`src/rtl/sadc_pkg.sv`:
```
`timescale 1ns/1ps
package sadc_pkg;
  localparam int CODE_W = 14;
  localparam int BYTE_W = 8;
  localparam int LOW_W  = CODE_W - BYTE_W;
  localparam int PAD_W  = BYTE_W - LOW_W;

  typedef logic [CODE_W-1:0] code_t;
  typedef logic [BYTE_W-1:0] byte_t;

  // Offset-binary core code to output coding: bipolar flips the sign bit.
  function automatic code_t fmt_code(input code_t raw, input logic bip);
    code_t v;
    v = raw;
    if (bip) v[CODE_W-1] = ~raw[CODE_W-1];
    return v;
  endfunction

  // Left-justified byte selection with zero padding on the low read.
  function automatic byte_t pick_byte(input code_t r, input logic hi);
    if (hi) return {r[LOW_W-1:0], {PAD_W{1'b0}}};
    return r[CODE_W-1:LOW_W];
  endfunction
endpackage

```
`src/rtl/sadc_in_sync.sv`:
```
`timescale 1ns/1ps
module sadc_in_sync #(
  parameter int W      = 2,
  parameter int STAGES = 2
) (
  input  logic         clk,
  input  logic         rst_n,
  input  logic [W-1:0] d_in,
  output logic [W-1:0] d_out
);
  logic [W-1:0] stage_q [STAGES];

  for (genvar s = 0; s < STAGES; s++) begin : g_stage
    if (s == 0) begin : g_first
      always_ff @(posedge clk or negedge rst_n)
        if (!rst_n) stage_q[s] <= '1;
        else        stage_q[s] <= d_in;
    end else begin : g_next
      always_ff @(posedge clk or negedge rst_n)
        if (!rst_n) stage_q[s] <= '1;
        else        stage_q[s] <= stage_q[s-1];
    end
  end

  assign d_out = stage_q[STAGES-1];
endmodule

```
`src/rtl/sadc_start_ctl.sv`:
```
`timescale 1ns/1ps
module sadc_start_ctl #(
  parameter int PWRUP_CYCLES = 500
) (
  input  logic clk,
  input  logic rst_n,
  input  logic sync_mode,
  input  logic cs_s,
  input  logic sc_s,
  input  logic busy,
  input  logic done_evt,
  output logic start_evt,
  output logic pwr_ok,
  output logic cont_warn
);
  localparam int PW_W = $clog2(PWRUP_CYCLES + 1) + 1;

  logic [PW_W-1:0] pwr_cnt;
  logic            sc_d;
  logic            sc_fall;
  logic            gate_ok;
  logic            retrig;

  always_ff @(posedge clk or negedge rst_n)
    if (!rst_n)       pwr_cnt <= '0;
    else if (!pwr_ok) pwr_cnt <= pwr_cnt + 1'b1;

  assign pwr_ok = (pwr_cnt >= PW_W'(PWRUP_CYCLES));

  always_ff @(posedge clk or negedge rst_n)
    if (!rst_n) sc_d <= 1'b1;
    else        sc_d <= sc_s;

  assign sc_fall   = sc_d & ~sc_s;
  assign gate_ok   = sync_mode ? ~cs_s : 1'b1;
  assign retrig    = done_evt & ~sc_s;
  assign start_evt = pwr_ok & gate_ok & ((~busy & sc_fall) | retrig);

  always_ff @(posedge clk or negedge rst_n)
    if (!rst_n)                 cont_warn <= 1'b0;
    else if (sc_s)              cont_warn <= 1'b0;
    else if (retrig && start_evt) cont_warn <= 1'b1;
endmodule

```
`src/rtl/sadc_conv_timer.sv`:
```
`timescale 1ns/1ps
module sadc_conv_timer
  import sadc_pkg::*;
#(
  parameter int CONV_CYCLES = 315
) (
  input  logic  clk,
  input  logic  rst_n,
  input  logic  start_evt,
  input  logic  bipolar,
  input  code_t core_code,
  output logic  busy,
  output logic  done_evt,
  output code_t result_q
);
  localparam int CNT_W = $clog2(CONV_CYCLES + 1);
  localparam logic [CNT_W-1:0] LAST = CNT_W'(CONV_CYCLES - 1);

  logic [CNT_W-1:0] cnt;

  assign done_evt = busy && (cnt == LAST);

  always_ff @(posedge clk or negedge rst_n)
    if (!rst_n) begin
      busy <= 1'b0;
      cnt  <= '0;
    end else if (start_evt) begin
      busy <= 1'b1;
      cnt  <= '0;
    end else if (done_evt) begin
      busy <= 1'b0;
    end else if (busy) begin
      cnt  <= cnt + 1'b1;
    end

  always_ff @(posedge clk or negedge rst_n)
    if (!rst_n)        result_q <= '0;
    else if (done_evt) result_q <= fmt_code(core_code, bipolar);
endmodule

```
`src/rtl/sadc_pin_drv.sv`:
```
`timescale 1ns/1ps
module sadc_pin_drv
  import sadc_pkg::*;
(
  input  logic  sync_mode,
  input  logic  cs_n,
  input  logic  stat_en_n,
  input  logic  oe_n,
  input  logic  byte_hi,
  input  logic  busy,
  input  code_t result_q,
  output logic  eoc_o,
  output logic  eoc_oe,
  output byte_t db_o,
  output byte_t db_oe
);
  logic bus_en;

  always_comb begin
    if (sync_mode) begin
      eoc_oe = ~cs_n & ~stat_en_n;
      eoc_o  = ~busy;
    end else begin
      eoc_oe = ~stat_en_n & busy;
      eoc_o  = 1'b0;
    end
  end

  assign bus_en = ~(cs_n | oe_n);
  assign db_oe  = {BYTE_W{bus_en}};
  assign db_o   = bus_en ? pick_byte(result_q, byte_hi) : '0;
endmodule

```
`src/rtl/sadc_bus_if.sv`:
```
`timescale 1ns/1ps
module sadc_bus_if
  import sadc_pkg::*;
#(
  parameter int CONV_CYCLES  = 315,
  parameter int PWRUP_CYCLES = 500,
  parameter int SYNC_STAGES  = 2
) (
  input  logic                clk,
  input  logic                rst_n,
  input  logic                sync_mode,
  input  logic                bipolar,
  input  logic                cs_n,
  input  logic                sc_n,
  input  logic                stat_en_n,
  input  logic                oe_n,
  input  logic                byte_hi,
  input  logic [CODE_W-1:0]   core_code,
  output logic                eoc_o,
  output logic                eoc_oe,
  output logic [BYTE_W-1:0]   db_o,
  output logic [BYTE_W-1:0]   db_oe,
  output logic                cont_warn
);
  logic [1:0] ctl_sync;
  logic       cs_sync;
  logic       sc_sync;
  logic       start_evt;
  logic       done_evt;
  logic       busy;
  logic       pwr_ok;
  code_t      result_q;

  sadc_in_sync #(.W(2), .STAGES(SYNC_STAGES)) u_sync (
    .clk   (clk),
    .rst_n (rst_n),
    .d_in  ({cs_n, sc_n}),
    .d_out (ctl_sync)
  );
  assign cs_sync = ctl_sync[1];
  assign sc_sync = ctl_sync[0];

  sadc_start_ctl #(.PWRUP_CYCLES(PWRUP_CYCLES)) u_start (
    .clk       (clk),
    .rst_n     (rst_n),
    .sync_mode (sync_mode),
    .cs_s      (cs_sync),
    .sc_s      (sc_sync),
    .busy      (busy),
    .done_evt  (done_evt),
    .start_evt (start_evt),
    .pwr_ok    (pwr_ok),
    .cont_warn (cont_warn)
  );

  sadc_conv_timer #(.CONV_CYCLES(CONV_CYCLES)) u_timer (
    .clk       (clk),
    .rst_n     (rst_n),
    .start_evt (start_evt),
    .bipolar   (bipolar),
    .core_code (core_code),
    .busy      (busy),
    .done_evt  (done_evt),
    .result_q  (result_q)
  );

  sadc_pin_drv u_pins (
    .sync_mode (sync_mode),
    .cs_n      (cs_n),
    .stat_en_n (stat_en_n),
    .oe_n      (oe_n),
    .byte_hi   (byte_hi),
    .busy      (busy),
    .result_q  (result_q),
    .eoc_o     (eoc_o),
    .eoc_oe    (eoc_oe),
    .db_o      (db_o),
    .db_oe     (db_oe)
  );
endmodule

```
`config.mk`:
```
export PLATFORM = sky130hd
export DESIGN_NAME = sadc_bus_if
export DESIGN_NICKNAME = d
export VERILOG_FILES = /design/src/rtl/sadc_pkg.sv /design/src/rtl/sadc_in_sync.sv /design/src/rtl/sadc_start_ctl.sv /design/src/rtl/sadc_conv_timer.sv /design/src/rtl/sadc_pin_drv.sv /design/src/rtl/sadc_bus_if.sv
export SDC_FILE = /design/constraint.sdc
export NUM_CORES = 1
export LEC_CHECK = 0
export ABC_CLOCK_PERIOD_IN_PS = 2000
export BUFFER_PORTS_ARGS = -buffer_cell sky130_fd_sc_hd__buf_4
export CORE_MARGIN = 1.5
export CORE_UTILIZATION = 53
export CTS_CLUSTER_SIZE = 8
export DETAILED_ROUTE_END_ITERATION = 7
export PLACE_DENSITY = 0.78
export SYNTH_ARGS = -nofsm -noshare
export SYNTH_HDL_FRONTEND = slang
export SYNTH_SLANG_ARGS = --single-unit
export TNS_END_PERCENT = 1
```
`constraint.sdc`:
```
create_clock -name clk -period 2 [get_ports clk]
set_input_delay 0.2 -clock clk [delete_from_list [all_inputs] [get_ports clk]]
set_output_delay 0.2 -clock clk [all_outputs]
set_load 0.05 [all_outputs]
```
==> metrics.md <==
| Metric | Value |
|---|---|
| Initial DRC Count | 67 |
| Largest net degree at the start of global routing | 41 |
| Netlist Area Pre-Place | 1950 um^2 |
| Port-buffer cells | 41 |
| Status | complete, no violations |
| Routed vias | 1371 |
| IO Pins | 42 |
| First-pass GRT wire length | 6060 um |
| Final nets | 237 |
| Hold Vio Cnt, Final | 0 |
| Count leader, synth | dfrtp_1 |
| Residual DRC count | 0 |
| HPWL Detailed | 2500 um |
| Initial Utilization | 56.7% |
| Share of layout cells above drive strength 1 | 35.1% |
| GPL Wtd Cong | 0.871 |
| CP endpoint kind | register |
| Worst setup SP type | register |
| CTS tree | yes |
| H-tree Lvls | 2 |
| Syn Area/Cell | 11.3 um^2 |
| DP Area | 2240 um^2 |
| Most used DFF post-synth | dfrtp_1 |
| Routed wire length | 3480 um |
| Layout area overhead | 20.8% |
| Die Area | 4060 um^2 |
| Critical path destination | u_timer.cnt[7] |
| Worst-Margin Slew | 480 ps |
| Setup crit start | u_timer.cnt[0] |
| Antenna cells | 0 |
| P_leak | 1.06 nW |
| TritonCTS buffer count | 5 |
| Clk_skew | 4.34 ps |
| Die Ht | 63.7 um |
| MaxCap Viol Count | 0 |
| Placed Cells | 248 |
| F_max | 0.534 GHz |
| Crit path arrival time | 2040 ps |
| Final critical-path required period | 1870 ps |
| Clock Path Buffers | 2 |
| Sequential fraction of the synthesis area | 51.6% |
| Synth cell types | 42 |
| Gr usage total | 19.3% |
| Max-slew headroom | 68.0% |
| Clk sinks | 40 |
| Post-synthesis register bit count | 40 |
| Worst vdd ir | 492 uV |
| Syn Nets | 200 |
| Clock root cell | clkbuf_8 |
| ANT nets after route | 0 |
| Data required time of the critical path | 2170 ps |
| Synth async-reset ratio | 100% |
| Cells after synthesis | 173 |
| Final period util | 93.6% |
| Yosys warning count | 0 |
| Design area | 2360 um^2 |
| Pwr dens | 658 nW/um^2 |
| Routed length per instance | 13.5 um |
| Initial antenna violation count | 0 |
| Post-synth top area cell | dfrtp_1 |
| Core Rows | 21 |
| Layout Cells excl Fill | 257 |
| Crit-path max FO | 10 |
| R2r endpoint | u_timer.cnt[7] |
| Pre-antenna DRT Iters | 4 |
| Setup violations, final | 0 |
| Setup CP Type | reg -> reg |
| Largest cells by area after synthesis | dfrtp_1, mux2_2, dfstp_2 |
| Post-synth EDFFs | 0 |
| Worst-Skew Late Latency | 290 ps |
| FF-to-FF Start | u_timer.cnt[0] |
| Hold slack | 16.7 ps |
| Core Area | 3440 um^2 |
| Synth cell count leaders | dfrtp_1, mux2_2, nand2_1 |
| R2r setup slk | 130 ps |
| R2R depth | 7 |
| Number of global-route vias before repair | 1322 |
| Clk slew on worst S/H paths | 70 ps |
| GRT overflow | 0 |
| Vias per cell | 5.33 |
| Die W | 63.7 um |
| Hold WC Path Type | in -> reg |
| Final slew viol count | 0 |
| Layout Utilization | 68.5% |
| Top-area cell type share of the netlist area | 44.9% |
==> flip-flops by register name, summed over array words and instances, names as in the netlist <==
name	flops
u_start.sc_d	1
u_start.cont_warn	1
u_timer.result_q	14
u_start.pwr_cnt	10
u_sync.stage_q	2
u_sync.d_out	2
u_timer.cnt	9
u_timer.busy	1
==> logic make-up after synthesis <==
| logic type | count (synthesis) | synth area share [%] |
|---|---|---|
| AOI/OAI and AO/OA | 24 | 8.97 |
| xor gates and xnor gates | 10 | 4.49 |
| adders and majority gates | 4 | 2.56 |
| buffers and inverters | 21 | 6.03 |
| DFF | 40 | 51.6 |
| muxes | 20 | 11.1 |
| and+or+nand+nor | 54 | 15.3 |
==> power by group <==
part           internal [mW]  switching (mW)  leakage [nW]
Combinational         0.0698           0.103         0.548
Sequential             0.831         0.00993         0.461
Clock                  0.275           0.263        0.0510
Total                   1.18           0.376          1.06
==> layout by cell type (no fill, tap or decap), types with 3 or more instances in the layout <==
master    count
o211ai_1      4
nor2_1       12
dfstp_2       5
mux2i_1       7
a21oi_1       4
ha_1          4
nand2_1      13
buf_4        44
nand4_1       5
dfrtp_1      35
nand3_1       4
o21ai_0       4
nor2b_1       3
xor2_1        5
xnor2_1       5
mux2_2       13
inv_1         6
or3_1         3
clkbuf_8      6
==> area by class of cell <==
class,instances,area (um^2)
sequential,40,1010
clock buffer,6,82.6
tap,46,57.6
multi-input combinational,112,838
inverter,6,22.5
timing repair buffer,45,340
clock inverter,2,10.0
fill,257,1080
==> per-stage QoR <==
| step | setup TNS (ps) | setup slack, ps | total power [mW] |
|---|---|---|---|
| after global routing | -8.15 | -8.15 | 1.62 |
| after CTS | 0 | 134 | 1.57 |
| after detailed placement | 0 | 140 | 1.03 |
| after global placement | 0 | 223 | 1.03 |
| final | 0 | 128 | 1.55 |
| after floorplan | -94.7 | -47.3 | 0.960 |
==> how the worst min path moves through the flow <==
stage / start / endpoint / slack [ps] / cells after the start
final: sc_n / u_sync.stage_q[2] / 20 / 1
after global routing: sc_n / u_sync.stage_q[2] / 2 / 1
after CTS: sc_n / u_sync.stage_q[2] / 7 / 1
after detailed placement: rst_n / u_timer.result_q[2] / 200 / 1
after global placement: rst_n / u_start.cont_warn / 190 / 1
after floorplan: rst_n / u_start.cont_warn / -100 / 0
==> timing repair <==
item / in CTS / in global routing
endpoints found under the setup margin: 0 / 3
hold buffers: 1 / 0
setup buffers: 0 / 0
endpoints found under the hold margin: 35 / 0
resized for setup: 0 / 2
==> worst max-delay path: stages, from the launching register on <==
cell       delay (ps)
dfrtp_1           430
inv_1             100
ha_1              160
and4b_1           280
a31oi_1           140
a2111oi_4         300
buf_4             230
o211ai_1          100
==> per-layer routing <==
metal	global-route usage, %	part of all wire, %
met1	25.6	44
met2	28.9	48
met3	6.25	7.1
met4	8.15	1.4
met5	0	0
Note: power is estimated with default switching activity, not from simulation.
